`src/rtl/dly_cal_pkg.sv`:
```
package dly_cal_pkg;

    localparam int NUM_AXES = 2;

    typedef enum logic {
        AX_DATA = 1'b0,
        AX_CLK  = 1'b1
    } axis_e;

    typedef enum logic [2:0] {
        ST_IDLE,
        ST_WRITE,
        ST_DWELL,
        ST_DECIDE,
        ST_FINAL
    } cal_state_e;

    typedef enum logic [1:0] {
        DW_IDLE,
        DW_SETTLE,
        DW_OBSERVE
    } dwell_state_e;

endpackage

```
`src/rtl/dly_cal_wrport.sv`:
```
module dly_cal_wrport #(
    parameter int                ADDR_W   = 10,
    parameter int                DATA_W   = 8,
    parameter logic [ADDR_W-1:0] CFG_ADDR = 'h006
) (
    input  logic              clk,
    input  logic              rst,
    input  logic              load,
    input  logic [DATA_W-1:0] load_data,
    input  logic              wr_ready,
    output logic              wr_valid,
    output logic [ADDR_W-1:0] wr_addr,
    output logic [DATA_W-1:0] wr_data,
    output logic              fire
);

    assign wr_addr = CFG_ADDR;
    assign fire    = wr_valid && wr_ready;

    always_ff @(posedge clk) begin
        if (rst) begin
            wr_valid <= 1'b0;
            wr_data  <= '0;
        end else if (load) begin
            wr_valid <= 1'b1;
            wr_data  <= load_data;
        end else if (fire) begin
            wr_valid <= 1'b0;
        end
    end


    wr_hold_chk: assert property (@(posedge clk) disable iff (rst)
        (wr_valid && !wr_ready) |=> (wr_valid && $stable(wr_data)));


    load_idle_chk: assert property (@(posedge clk) disable iff (rst)
        load |-> !wr_valid);

endmodule

```
`src/rtl/dly_cal_dwell.sv`:
```
module dly_cal_dwell
    import dly_cal_pkg::*;
#(
    parameter int CNT_W = 16
) (
    input  logic             clk,
    input  logic             rst,
    input  logic             arm,
    input  logic [CNT_W-1:0] settle_cycles,
    input  logic [CNT_W-1:0] obs_cycles,
    input  logic             lock,
    output logic             step_done,
    output logic             step_pass
);

    dwell_state_e     phase;
    logic [CNT_W-1:0] cnt;
    logic             pass_acc;
    logic [CNT_W-1:0] obs_last;
    logic             settle_end;

    assign obs_last   = (obs_cycles == '0) ? '0 : obs_cycles - 1'b1;
    assign settle_end = ({1'b0, cnt} + 1'b1) >= {1'b0, settle_cycles};

    always_ff @(posedge clk) begin
        if (rst) begin
            phase     <= DW_IDLE;
            cnt       <= '0;
            pass_acc  <= 1'b0;
            step_done <= 1'b0;
            step_pass <= 1'b0;
        end else begin
            step_done <= 1'b0;
            case (phase)
                DW_IDLE: begin
                    if (arm) begin
                        phase <= DW_SETTLE;
                        cnt   <= '0;
                    end
                end
                DW_SETTLE: begin
                    if (settle_end) begin
                        phase    <= DW_OBSERVE;
                        cnt      <= '0;
                        pass_acc <= 1'b1;
                    end else begin
                        cnt <= cnt + 1'b1;
                    end
                end
                DW_OBSERVE: begin
                    pass_acc <= pass_acc && lock;
                    if (cnt == obs_last) begin
                        phase     <= DW_IDLE;
                        step_done <= 1'b1;
                        step_pass <= pass_acc && lock;
                    end else begin
                        cnt <= cnt + 1'b1;
                    end
                end
                default: phase <= DW_IDLE;
            endcase
        end
    end


    step_pulse_chk: assert property (@(posedge clk) disable iff (rst)
        step_done |=> !step_done);


    dwell_arm_chk: assert property (@(posedge clk) disable iff (rst)
        arm |-> (phase == DW_IDLE));

endmodule

```
`src/rtl/dly_cal_window.sv`:
```
module dly_cal_window #(
    parameter int DLY_W = 4
) (
    input  logic             clk,
    input  logic             rst,
    input  logic             clr,
    input  logic             step,
    input  logic             step_pass,
    input  logic [DLY_W-1:0] step_idx,
    output logic [DLY_W:0]   best_len,
    output logic [DLY_W-1:0] mid_set
);

    localparam int LEN_W = DLY_W + 1;

    logic [DLY_W-1:0] cur_start;
    logic [LEN_W-1:0] cur_len;
    logic [DLY_W-1:0] best_start;
    logic [DLY_W-1:0] next_start;
    logic [LEN_W-1:0] next_len;
    logic [LEN_W-1:0] half_len;

    assign next_start = (cur_len == '0) ? step_idx : cur_start;
    assign next_len   = cur_len + 1'b1;
    assign half_len   = best_len >> 1;
    assign mid_set    = best_start + half_len[DLY_W-1:0];

    always_ff @(posedge clk) begin
        if (rst || clr) begin
            cur_start  <= '0;
            cur_len    <= '0;
            best_start <= '0;
            best_len   <= '0;
        end else if (step) begin
            if (step_pass) begin
                cur_start <= next_start;
                cur_len   <= next_len;
                if (next_len > best_len) begin
                    best_len   <= next_len;
                    best_start <= next_start;
                end
            end else begin
                cur_len <= '0;
            end
        end
    end


    win_mono_chk: assert property (@(posedge clk) disable iff (rst)
        !clr |=> (best_len >= $past(best_len)));


    win_run_chk: assert property (@(posedge clk) disable iff (rst)
        (step && !step_pass) |=> (cur_len == '0));

endmodule

```
`src/rtl/dly_cal_sweep.sv`:
```
module dly_cal_sweep
    import dly_cal_pkg::*;
#(
    parameter int                DLY_W    = 4,
    parameter int                CNT_W    = 16,
    parameter int                ADDR_W   = 10,
    parameter logic [ADDR_W-1:0] CFG_ADDR = 'h006
) (
    input  logic                 clk,
    input  logic                 rst,
    input  logic                 start,
    input  logic [CNT_W-1:0]     settle_cycles,
    input  logic [CNT_W-1:0]     obs_cycles,
    input  logic                 lock,
    input  logic                 wr_ready,
    output logic                 wr_valid,
    output logic [ADDR_W-1:0]    wr_addr,
    output logic [2*DLY_W-1:0]   wr_data,
    output logic                 busy,
    output logic                 done,
    output logic                 fail,
    output logic [DLY_W-1:0]     data_dly,
    output logic [DLY_W-1:0]     clk_dly
);

    localparam int               DATA_W   = 2 * DLY_W;
    localparam int               LEN_W    = DLY_W + 1;
    localparam logic [DLY_W-1:0] LAST_IDX = '1;

    typedef struct packed {
        logic [DLY_W-1:0] clk_set;
        logic [DLY_W-1:0] data_set;
    } dly_pair_t;

    cal_state_e       state;
    axis_e            axis;
    logic [DLY_W-1:0] idx;
    dly_pair_t        load_word;
    dly_pair_t        decide_word;
    dly_pair_t        pend_word;
    logic             decide_fail;
    logic             pend_fail;
    logic             load;
    logic             fire;
    logic             arm;
    logic             step_done;
    logic             step_pass;
    logic             clr;
    logic             last_step;

    logic [LEN_W-1:0] best_len [NUM_AXES];
    logic [DLY_W-1:0] mid_set  [NUM_AXES];

    assign busy      = (state != ST_IDLE);
    assign clr       = (state == ST_IDLE) && start;
    assign arm       = (state == ST_WRITE) && fire;
    assign last_step = (idx == LAST_IDX);

    generate
        for (genvar a = 0; a < NUM_AXES; a++) begin : g_axis
            dly_cal_window #(.DLY_W(DLY_W)) u_window (
                .clk       (clk),
                .rst       (rst),
                .clr       (clr),
                .step      (step_done && (axis == axis_e'(a))),
                .step_pass (step_pass),
                .step_idx  (idx),
                .best_len  (best_len[a]),
                .mid_set   (mid_set[a])
            );
        end
    endgenerate

    dly_cal_dwell #(.CNT_W(CNT_W)) u_dwell (
        .clk           (clk),
        .rst           (rst),
        .arm           (arm),
        .settle_cycles (settle_cycles),
        .obs_cycles    (obs_cycles),
        .lock          (lock),
        .step_done     (step_done),
        .step_pass     (step_pass)
    );

    dly_cal_wrport #(
        .ADDR_W   (ADDR_W),
        .DATA_W   (DATA_W),
        .CFG_ADDR (CFG_ADDR)
    ) u_wrport (
        .clk       (clk),
        .rst       (rst),
        .load      (load),
        .load_data (load_word),
        .wr_ready  (wr_ready),
        .wr_valid  (wr_valid),
        .wr_addr   (wr_addr),
        .wr_data   (wr_data),
        .fire      (fire)
    );

    // Result selection: wider window wins, data axis on a tie.
    always_comb begin
        decide_word = '0;
        decide_fail = 1'b0;
        if (best_len[AX_DATA] == '0 && best_len[AX_CLK] == '0) begin
            decide_fail = 1'b1;
        end else if (best_len[AX_DATA] >= best_len[AX_CLK]) begin
            decide_word.data_set = mid_set[AX_DATA];
        end else begin
            decide_word.clk_set = mid_set[AX_CLK];
        end
    end

    // Next word presented to the write port.
    always_comb begin
        load      = 1'b0;
        load_word = '0;
        case (state)
            ST_IDLE:   load = start;
            ST_DWELL: begin
                if (step_done) begin
                    if (!last_step) begin
                        load = 1'b1;
                        if (axis == AX_DATA) load_word.data_set = idx + 1'b1;
                        else                 load_word.clk_set  = idx + 1'b1;
                    end else if (axis == AX_DATA) begin
                        load = 1'b1;
                    end
                end
            end
            ST_DECIDE: begin
                load      = 1'b1;
                load_word = decide_word;
            end
            default: load = 1'b0;
        endcase
    end

    always_ff @(posedge clk) begin
        if (rst) begin
            state     <= ST_IDLE;
            axis      <= AX_DATA;
            idx       <= '0;
            done      <= 1'b0;
            fail      <= 1'b0;
            data_dly  <= '0;
            clk_dly   <= '0;
            pend_word <= '0;
            pend_fail <= 1'b0;
        end else begin
            done <= 1'b0;
            case (state)
                ST_IDLE: begin
                    if (start) begin
                        axis  <= AX_DATA;
                        idx   <= '0;
                        state <= ST_WRITE;
                    end
                end
                ST_WRITE: begin
                    if (fire) state <= ST_DWELL;
                end
                ST_DWELL: begin
                    if (step_done) begin
                        if (!last_step) begin
                            idx   <= idx + 1'b1;
                            state <= ST_WRITE;
                        end else if (axis == AX_DATA) begin
                            axis  <= AX_CLK;
                            idx   <= '0;
                            state <= ST_WRITE;
                        end else begin
                            state <= ST_DECIDE;
                        end
                    end
                end
                ST_DECIDE: begin
                    pend_word <= decide_word;
                    pend_fail <= decide_fail;
                    state     <= ST_FINAL;
                end
                ST_FINAL: begin
                    if (fire) begin
                        done     <= 1'b1;
                        data_dly <= pend_word.data_set;
                        clk_dly  <= pend_word.clk_set;
                        fail     <= pend_fail;
                        state    <= ST_IDLE;
                    end
                end
                default: state <= ST_IDLE;
            endcase
        end
    end


    data_sweep_field_chk: assert property (@(posedge clk) disable iff (rst)
        (state == ST_WRITE && axis == AX_DATA) |-> (wr_data[DATA_W-1:DLY_W] == '0));


    clk_sweep_field_chk: assert property (@(posedge clk) disable iff (rst)
        (state == ST_WRITE && axis == AX_CLK) |-> (wr_data[DLY_W-1:0] == '0));


    one_zero_chk: assert property (@(posedge clk) disable iff (rst)
        (clk_dly == '0) || (data_dly == '0));


    fail_zero_chk: assert property (@(posedge clk) disable iff (rst)
        fail |-> (clk_dly == '0 && data_dly == '0));


    done_pulse_chk: assert property (@(posedge clk) disable iff (rst)
        done |=> !done);


    done_idle_chk: assert property (@(posedge clk) disable iff (rst)
        done |-> !busy);

endmodule

```
`config.mk`:
```
export PLATFORM = sky130hd
export DESIGN_NAME = dly_cal_sweep
export DESIGN_NICKNAME = d
export VERILOG_FILES = /design/src/rtl/dly_cal_pkg.sv /design/src/rtl/dly_cal_wrport.sv /design/src/rtl/dly_cal_dwell.sv /design/src/rtl/dly_cal_window.sv /design/src/rtl/dly_cal_sweep.sv
export SDC_FILE = /design/constraint.sdc
export NUM_CORES = 1
export LEC_CHECK = 0
export BUFFER_PORTS_ARGS = -buffer_cell sky130_fd_sc_hd__buf_2
export CORE_MARGIN = 2
export CORE_UTILIZATION = 55
export CTS_CLUSTER_DIAMETER = 50
export CTS_CLUSTER_SIZE = 10
export DETAILED_ROUTE_END_ITERATION = 7
export PLACE_DENSITY = 0.83
export SKIP_CTS_REPAIR_TIMING = 1
export SYNTH_ARGS = -nofsm -noshare
export SYNTH_HDL_FRONTEND = slang
export SYNTH_SLANG_ARGS = --single-unit
```
`constraint.sdc`:
```
create_clock -name clk -period 6.5 [get_ports clk]
set_clock_uncertainty 0.1 [all_clocks]
set_input_delay 1.3 -clock clk [delete_from_list [all_inputs] [get_ports clk]]
set_output_delay 1.3 -clock clk [all_outputs]
set_load 0.005 [all_outputs]
```
==> results.toml, run 1 <==
[status]
outcome = "complete, no violations"

[worst_hold_path]
holdPathEnd = "g_axis[1].u_window.cur_start[1]"
hp-start = "g_axis[1].u_window.cur_start[1]"
min_path_type = "flop to flop"
hold_path_depth = 2

[routing]
drtIter0Drc = 394
dr.pass1.iters = 6
routed-via-count = 5498
antenna_left = 0
finalWirelength_mm = 14.8
wl_per_cell_um = 16.0
viasPerCell = 5.96
drc = 0

[critical_path]
r2r_end = "u_dwell.cnt[9]"
crit_arrival_ps = 5150
cp_max_fo = 15
startpoint_type = "flop"
reg2reg_depth = 14
slowest_delay_ps = 800
required_ps = 6690
cp-end-kind = "flop"
r2r_setup_slack_ps = 1540
cp_cell_sequence = "ha_1 -> nand3_1 -> nor4_1 -> nand3_1 -> xnor2_1 -> ha_1 -> a21oi_1 -> o22ai_1 -> o211ai_1 -> nand2_1 -> o21ai_1 -> nand2_1 -> or4b_2 -> a21oi_1"
crit_slowest_cell = "nor4_1"
r2r-start = "u_dwell.cnt[0]"
crit_type = "flop to flop"

[floorplan]
die_x_um = 109
dieArea_um2 = 11900
die_y_um = 109
ios = 67
placeableCoreArea_um2 = 10800
start_util = 0.562
rows = 38

[layout]
mostFrequentLayoutCell = "dfxtp_1"
drive_gt1_frac = 0.114
n_antenna_cell = 0
mostFrequentLayoutCells = "dfxtp_1 (93), nor2_1 (79), a21oi_1 (62)"
area_growth_syn_to_layout_pct = 7.09
stdcell_area_um2 = 6500
nNetsFinal = 865

[yosys]
syn_inst = 755
synth.distinct_cells = 67
async_flop_share = 0
synth-seq-cells = 93
synth_warnings = 0
synthFlopType = "dfxtp_1"
synth_edf_count = 0
ys_seq_area_frac = 0.307
syn_avg_cell_area_um2 = 8.04
syn_area_um2 = 6070

[placed_design]
port_buffers = 56
pre_cts_slack_ps = 1340
place_area_um2 = 6310
routabilityCongestion = 0.943
place_hpwl_mm = 11.5

[power_and_ir_drop]
total_power_mw = 1.13
power.density_nw_per_um2 = 174
peakVddDrop_uv = 132
power.leakage_nw = 2.68

[global_routing]
antenna_found_initial = 0
grt_start_max_net_pins = 51
grt_pass1_vias = 5196
grt_pass1_wl_mm = 24.2
grt_usage = 0.255
overflow = 0

[sta]
relSlewSlack = 0.190
holdWs_ps = 362
report.final.slew_viol_count = 0
finalWorstPathRequiredPeriod_ps = 4960
min_period_over_period = 0.763
rsz0062_at_grt = "no"
max_freq_mhz = 202
fin_ws_ps = 1540
finalHoldViolCount = 0
tns_ps = 0
tightest_slew_ps = 1210
setup_viol = 0

[clock_tree]
htree_num_levels = 3
path_clk_slew_ps = 90
clock-sinks = 93
cts_made_buffers = 9
cts_tree = "built"
clockBufferDepth = 2
clock-root-buffer = "clkbuf_8"
clk_latency_ps = 360

[job]
maxCapViolCount = 0
==> synth_stat cells, types with 20 or more instances <==
library cell	number	area (um2)
dfxtp_1	93	1860
nor2_1	79	297
a21oi_1	62	310
nand2_1	57	214
ha_1	48	601
inv_1	42	158
nand3_1	38	190
clkbuf_1	33	124
mux2i_1	33	330
xnor2_1	26	228
o21ai_0	21	105
nor3_1	20	100
==> per-stage QoR <==
stage / utilization / std cells
after floorplan: - / 763
after global placement: 0.585 / 907
after detailed placement: 0.585 / 907
after CTS: 0.602 / 923
after global routing: 0.602 / 923
final: 0.602 / 923
==> sequential cells by signal (all words and copies together), names as in the netlist <==
| register | flops |
|---|---|
| axis | 1 |
| clk_dly | 4 |
| data_dly | 4 |
| done | 1 |
| fail | 1 |
| g_axis.u_window.best_len | 10 |
| g_axis.u_window.best_start | 8 |
| g_axis.u_window.cur_len | 10 |
| g_axis.u_window.cur_start | 8 |
| idx | 4 |
| pend_fail | 1 |
| pend_word | 8 |
| state | 3 |
| u_dwell.cnt | 16 |
| u_dwell.pass_acc | 1 |
| u_dwell.phase | 2 |
| u_dwell.step_done | 1 |
| u_dwell.step_pass | 1 |
| u_wrport.wr_data | 8 |
| u_wrport.wr_valid | 1 |
==> layer usage <==
metal / GRT usage / up-vias / wire (um)
met5: 0 / - / 0
met4: 0.0888 / 0 / 396
met3: 0.0472 / 33 / 1020
met2: 0.431 / 203 / 7110
met1: 0.324 / 2549 / 6250
li1: - / 2713 / -
==> worst max-delay path, delay by kind of cell, from the launching register on <==
family                   cells  cell delay (ps)
AND/OR/NAND/NOR              6             2360
AO/OA/AOI/OAI                5             1090
adder cells (fa/ha/maj)      2              600
flip-flops                   1              490
XOR/XNOR                     1              260
==> worst max-delay path by stage <==
| stage | startpoint | to | slack, ps | cells after the start |
|---|---|---|---|---|
| finish | u_dwell.cnt[0] | u_dwell.cnt[9] | 1540 | 14 |
| CTS | u_dwell.cnt[0] | u_dwell.cnt[9] | 1670 | 14 |
| detailed placement | obs_cycles[0] | u_dwell.cnt[9] | 1340 | 12 |
| floorplan | obs_cycles[1] | u_dwell.cnt[1] | 2480 | 11 |
| global route | u_dwell.cnt[0] | u_dwell.cnt[6] | 1210 | 14 |
| global placement | obs_cycles[0] | u_dwell.cnt[9] | 1560 | 12 |
==> power breakdown <==
group          switching (mW)  internal [mW]
sequential            0.00773          0.577
clock                   0.208          0.163
combinational           0.121         0.0569
==> cell families (layout without fill, tap and decap cells) <==
logic type / after synthesis / count (layout) / share of synthesized area
xor gates and xnor gates: 41 / 41 / 0.0614
and+or+nand+nor: 284 / 284 / 0.236
adders and majority gates: 50 / 50 / 0.106
DFF: 93 / 93 / 0.307
AOI/OAI and AO/OA: 155 / 155 / 0.161
other: 2 / 10 / 0.00124
buffers and inverters: 95 / 115 / 0.0701
muxes: 35 / 35 / 0.0581
==> cell type report <==
type / instances / area (um2)
multi-input combinational: 575 / 3830
timing repair buffer: 57 / 288
tap: 140 / 175
sequential: 93 / 1860
clock inverter: 5 / 41.3
fill: 964 / 4290
clock buffer: 11 / 151
inverter: 42 / 158
Note: power is estimated with default switching activity, not from simulation.
==> inputs of run 2 (changes only) <==
--- a/config.mk
+++ b/config.mk
@@ -5,13 +5,14 @@
 export SDC_FILE = /design/constraint.sdc
 export NUM_CORES = 1
 export LEC_CHECK = 0
+export ABC_AREA = 1
 export BUFFER_PORTS_ARGS = -buffer_cell sky130_fd_sc_hd__buf_2
 export CORE_MARGIN = 2
-export CORE_UTILIZATION = 55
+export CORE_UTILIZATION = 54
 export CTS_CLUSTER_DIAMETER = 50
 export CTS_CLUSTER_SIZE = 10
 export DETAILED_ROUTE_END_ITERATION = 7
-export PLACE_DENSITY = 0.83
+export PLACE_DENSITY = 0.84
 export SKIP_CTS_REPAIR_TIMING = 1
 export SYNTH_ARGS = -nofsm -noshare
 export SYNTH_HDL_FRONTEND = slang
==> constraint.sdc (replaced) <==
create_clock -name clk -period 4.03 [get_ports clk]
set_clock_uncertainty 0.1 [all_clocks]
set_input_delay 0.806 -clock clk [delete_from_list [all_inputs] [get_ports clk]]
set_output_delay 0.806 -clock clk [all_outputs]
set_load 0.005 [all_outputs]
==> run 2 against run 1 <==
  * Sequential share of layout area is 2.4 points lower
  * Highest routed layer is now met5
  * Hold slack worse by 4.6 ps
  * Register-to-register slack worse by 1100 ps
  * Clock power is 140% higher
  * Global-route usage is 2.3 points lower
  * Clock-buffer cell count is 1 lower
  * First-iteration DRC count is 11% lower
  * Utilization is 0.51 points lower
  * Critical endpoint is now u_dwell.cnt[0]
  * Largest power group unchanged
  * Area after synthesis is 6.8% higher
==> results.toml, run 2 <==
[global_routing]
antenna_found_initial = 1
grt_start_max_net_pins = 37
grt_pass1_wl_mm = 24.7
grt_usage = 0.232
overflow = 0
grt_pass1_vias = 5376

[yosys]
syn_avg_cell_area_um2 = 6.62
syn_area_um2 = 6480
synth_most_common_cell = "nand2_1"
async_flop_share = 0
synth_warnings = 0
synth_top_family_by_area = "simple AND/OR/NAND/NOR gates"
synthFlopType = "dfxtp_1"
synth_mux_area_frac = 0
synth.distinct_cells = 45
synth_top_area_cell = "dfxtp_1"
synth_top_area_share = 0.287
ys_seq_area_frac = 0.287
synth-seq-cells = 93
synth-compound-area-share = 0.129
synth_edf_count = 0
synth_simple_gate_area_frac = 0.333
synth_area_leaders = "dfxtp_1 (29%), nand2_1 (14%), ha_1 (9.3%)"
synthTopCellsByCount = "nand2_1 (239), inv_1 (139), nor2_1 (105)"
syn_inst = 979
synthAdderAreaFrac = 0.0988
synth_xor_area_frac = 0.0324

[sta]
rsz0062_at_grt = "no"
setup_viol = 0
finalWorstPathRequiredPeriod_ps = 3550
tightest_slew_ps = 654
finalHoldViolCount = 0
fin_ws_ps = 483
tns_ps = 0
report.final.slew_viol_count = 0
min_period_over_period = 0.880
max_freq_mhz = 282
relSlewSlack = 0.563

[layout]
num-fill-cells = 1103
top_register = "u_dwell.cnt"
n_antenna_cell = 0
drive_gt1_frac = 0.106
largest_reg_flops = 16
top_regs = "u_dwell.cnt: 16 flops, g_axis.u_window.best_len: 10 flops, g_axis.u_window.cur_len: 10 flops"
post-route-util = 0.597
area_growth_syn_to_layout_pct = 9.26
nNetsFinal = 1108
mostFrequentLayoutCells = "nand2_1 (239), inv_1 (139), nor2_1 (104)"
mostFrequentLayoutCell = "nand2_1"

[routing]
finalWirelength_mm = 14.6
drtIter0Drc = 351
antenna_left = 0
routed-via-count = 6122
wl_per_cell_um = 12.5
viasPerCell = 5.23
drc = 0
dr.pass1.iters = 5

[placed_design]
pre_cts_slack_ps = 518
routabilityCongestion = 0.852
place_hpwl_mm = 10.8
port_buffers = 56

[critical_path]
crit_arrival_ps = 3720
crit_type = "flop to flop"
cp-end-kind = "flop"
required_ps = 4200
cp_max_fo = 16
startpoint_type = "flop"

[clock_tree]
clk_latency_ps = 340
cts_tree = "built"
htree_num_levels = 3
path_clk_slew_ps = 70
clock-root-buffer = "clkbuf_16"
cts_made_buffers = 9
clockBufferDepth = 2
clock-sinks = 93

[power_and_ir_drop]
total_power_mw = 2.92
peakVddDrop_uv = 249
power.density_nw_per_um2 = 412
power.leakage_nw = 3.50

[job]
maxCapViolCount = 0

[worst_hold_path]
min_path_type = "flop to flop"

[floorplan]
ios = 67
start_util = 0.547
rows = 40
die_y_um = 114
die_x_um = 114
dieArea_um2 = 12900
placeableCoreArea_um2 = 11900

[status]
outcome = "complete, no violations"
==> run 2: changes by cell type in the layout (fill, tap and decap cells not counted), moves of 15 or more <==
cell     delta
inv_1      +97
nor3_1     -15
nand2_1   +182
mux2i_1    -33
xnor2_1    -22
nand3_1    +31
a21oi_1    +30
nor2_1     +25
==> run 2: worst paths after layout <==
check | startpoint | to | slack, ps | depth (start not counted)
setup / recovery | u_dwell.cnt[0] | u_dwell.cnt[0] | 480 | 21
hold / removal | clk_dly[3] | clk_dly[3] | 360 | 2
setup reg to reg | u_dwell.cnt[0] | u_dwell.cnt[0] | 480 | 21
hold reg to reg | clk_dly[3] | clk_dly[3] | 360 | 2
==> run 2: logic make-up (layout without fill, tap and decap cells) <==
| family | count (synthesis) | in the layout |
|---|---|---|
| and+or+nand+nor | 480 | 480 |
| buffers and inverters | 179 | 216 |
| adders and majority gates | 50 | 50 |
| xor gates and xnor gates | 24 | 24 |
| other | 2 | 10 |
| DFF | 93 | 93 |
| AOI/OAI and AO/OA | 151 | 151 |
==> run 2: final cells by class <==
| cell class | instances | area [um2] | share of cell area |
|---|---|---|---|
| multi-input combinational | 715 | 3890 | 0.549 |
| sequential | 93 | 1860 | 0.263 |
| inverter | 141 | 529 | 0.0747 |
| timing repair buffer | 61 | 318 | 0.0449 |
| clock buffer | 10 | 229 | 0.0323 |
| tap | 147 | 184 | 0.0260 |
| clock inverter | 4 | 73.8 | 0.0104 |
==> run 2: worst max-delay path: stages (launching register included) <==
cell	delay, ps
dfxtp_1	490
ha_1	240
nand3_1	170
nor3_2	230
nand3_1	160
nor2_2	140
nand3_1	120
xor2_1	220
inv_1	80
ha_1	290
nand2_1	100
nor2_1	50
nand4_1	90
nor3b_1	190
o21ai_1	90
inv_1	90
nand2_2	90
nand2_4	170
nand2_1	90
nand3_2	80
nand2_1	60
nor2_1	110
==> run 2: where the power goes <==
group | switching (mW) | internal, mW
Clock | 0.348 | 0.538
Sequential | 0.0987 | 0.994
Combinational | 0.607 | 0.335
Total | 1.05 | 1.87
==> run 2: per-layer routing <==
layer,global-route usage,routed length [um]
met4,0.0618,213
met2,0.370,6450
met3,0.0367,770
met1,0.328,7170
met5,0,13
==> run 2: metrics by stage <==
stage	hold WS (ps)	instance area (um2)	instances
5_1_grt	377	7080	1171
6_report	358	7080	1171
3_3_place_gp	350	6780	1157
3_5_place_dp	351	6780	1157
2_1_floorplan	345	6510	987
4_1_cts	361	7080	1171
==> inputs of run 3 (changes only) <==
--- a/config.mk
+++ b/config.mk
@@ -8,11 +8,12 @@
 export ABC_AREA = 1
 export BUFFER_PORTS_ARGS = -buffer_cell sky130_fd_sc_hd__buf_2
 export CORE_MARGIN = 2
-export CORE_UTILIZATION = 54
+export CORE_UTILIZATION = 56
+export CTS_BUF_LIST = sky130_fd_sc_hd__clkbuf_8
 export CTS_CLUSTER_DIAMETER = 50
 export CTS_CLUSTER_SIZE = 10
 export DETAILED_ROUTE_END_ITERATION = 7
-export PLACE_DENSITY = 0.84
+export PLACE_DENSITY = 0.86
 export SKIP_CTS_REPAIR_TIMING = 1
 export SYNTH_ARGS = -nofsm -noshare
 export SYNTH_HDL_FRONTEND = slang
==> run 3 against run 2 <==
  * First-iteration DRC count increased by 47%
  * Largest power group unchanged
  * Sequential power about the same
  * Non-clock buffer count stayed put
  * Sequential share of layout area rose by 0.48 points
  * Combinational power fell by 1%
  * Clock power shrank 32%
==> results.toml, run 3 (synthesis results as in run 2) <==
[floorplan]
die_x_um = 112
start_util = 0.570
die_y_um = 112
placeableCoreArea_um2 = 11400
rows = 39
dieArea_um2 = 12500
ios = 67

[routing]
wl_per_cell_um = 12.2
dr.pass1.iters = 8
drtIter0Drc = 516
antenna_left = 0
routed-via-count = 6162
drc = 0
viasPerCell = 5.27
finalWirelength_mm = 14.3

[power_and_ir_drop]
seqPwrFrac = 0.415
power.leakage_nw = 3.45
p_clk_frac = 0.229
total_power_mw = 2.62
pwr-share-comb = 0.356
switching_share = 0.403
power.density_nw_per_um2 = 377
peakVddDrop_uv = 219
p_sw_mw = 1.06
internal-power_mw = 1.56

[layout]
mostFrequentLayoutCells = "nand2_1 (239), inv_1 (139), nor2_1 (104)"
regArea_um2 = 1860
post-route-util = 0.612
area_growth_syn_to_layout_pct = 7.31
fin_cells = 1169
top_register = "u_dwell.cnt"
num-fill-cells = 1039
stdcell_area_um2 = 6960
mostFrequentLayoutCell = "nand2_1"
drive_gt1_frac = 0.109
top_regs = "u_dwell.cnt: 16 flops, g_axis.u_window.best_len: 10 flops, g_axis.u_window.cur_len: 10 flops"
nNetsFinal = 1108
n_antenna_cell = 0
largest_reg_flops = 16
multi_input_area_um2 = 3880

[clock_tree]
cts_tree = "built"
path_clk_slew_ps = 100
clock-sinks = 93
cts_made_buffers = 9
htree_num_levels = 3
clock-root-buffer = "clkbuf_8"
clk_latency_ps = 380
clockBufferDepth = 2

[sta]
rsz0062_at_grt = "no"
relSlewSlack = 0.564
max_freq_mhz = 271
min_period_over_period = 0.915
setup_viol = 0
tns_ps = 0
report.final.slew_viol_count = 0
finalHoldViolCount = 0
fin_ws_ps = 342
finalWorstPathRequiredPeriod_ps = 3690
holdWs_ps = 364
tightest_slew_ps = 654

[critical_path]
required_ps = 4240
r2r_end = "u_dwell.cnt[7]"
r2r-start = "u_dwell.cnt[0]"
r2r_setup_slack_ps = 340
cp_max_fo = 16
cp-end-kind = "flop"
crit_arrival_ps = 3900
critPathTopFamily = "simple AND/OR/NAND/NOR gates"
cp_cell_sequence = "nand3_1 -> nor2_1 -> nand3_1 -> nor2_1 -> nand2_1 -> nor3_1 -> xor2_1 -> inv_1 -> ha_1 -> nand2_1 -> nor2_1 -> nand4_1 -> nor3b_1 -> o21ai_1 -> inv_1 -> nand2_2 -> nand2_2 -> nand2_1 -> nand3_1 -> nand2_1 -> nor2_1"
startpoint_type = "flop"
crit_type = "flop to flop"
slowest_delay_ps = 490
reg2reg_depth = 21
worst-path-buf-inv = 2
crit_slowest_cell = "dfxtp_1"

[worst_hold_path]
min_path_type = "flop to flop"
hold_path_depth = 2
holdPathEnd = "data_dly[3]"
hp-start = "data_dly[3]"

[job]
maxCapViolCount = 0

[placed_design]
place_inst = 1153
port_buffers = 56
place_area_um2 = 6770
place_hpwl_mm = 10.9
routabilityCongestion = 0.874
pre_cts_slack_ps = 488

[global_routing]
grt_usage = 0.237
grt_start_max_net_pins = 37
grt_pass1_vias = 5541
grt_pass1_wl_mm = 24.9
antenna_found_initial = 1
overflow = 0

[status]
outcome = "complete, no violations"
[run 3: cell type report]
type,count,share of cell area
Timing Repair Buffer,61,0.0457
Tap cell,143,0.0257
Inverter,141,0.0761
Sequential cell,93,0.268
Clock inverter,7,0.00899
Multi-Input combinational cell,715,0.558
Clock buffer,9,0.0178
[run 3: routing by layer]
| layer | share of wire | global-route usage | up-vias |
|---|---|---|---|
| met5 | 0 | 0 | - |
| li1 | - | - | 3228 |
| met4 | 0.021 | 0.0782 | 0 |
| met1 | 0.48 | 0.331 | 2734 |
| met3 | 0.062 | 0.0359 | 27 |
| met2 | 0.44 | 0.376 | 173 |
[run 3: power groups by stage]
stage	clock network [mW]	logic, mW	registers, mW
2_1_floorplan	0	0.760	1.07
3_3_place_gp	0	0.895	1.11
3_5_place_dp	0	0.919	1.11
4_1_cts	0.609	0.926	1.09
5_1_grt	0.649	1.08	1.10
6_report	0.599	0.933	1.09
[run 3: worst max-delay path by stage]
stage	end	depth (start not counted)	slack (ps)	from
2_1_floorplan	u_dwell.cnt[11]	22	1050	u_dwell.cnt[0]
3_3_place_gp	u_dwell.cnt[13]	21	580	u_dwell.cnt[0]
3_5_place_dp	u_dwell.cnt[4]	21	490	u_dwell.cnt[0]
4_1_cts	u_dwell.cnt[4]	21	400	u_dwell.cnt[0]
5_1_grt	u_dwell.cnt[7]	21	70	u_dwell.cnt[0]
6_report	u_dwell.cnt[7]	21	340	u_dwell.cnt[0]
[run 3: worst register-to-register path, cell delays in order, from the launching register on]
cell and delay (ps):
dfxtp_1 490, nand3_1 160, nor2_1 180, nand3_1 150, nor2_1 260, nand2_1 140, nor3_1 240, xor2_1 230
inv_1 90, ha_1 270, nand2_1 80, nor2_1 50, nand4_1 90, nor3b_1 200, o21ai_1 90, inv_1 90
nand2_2 80, nand2_2 260, nand2_1 100, nand3_1 90, nand2_1 70, nor2_1 110
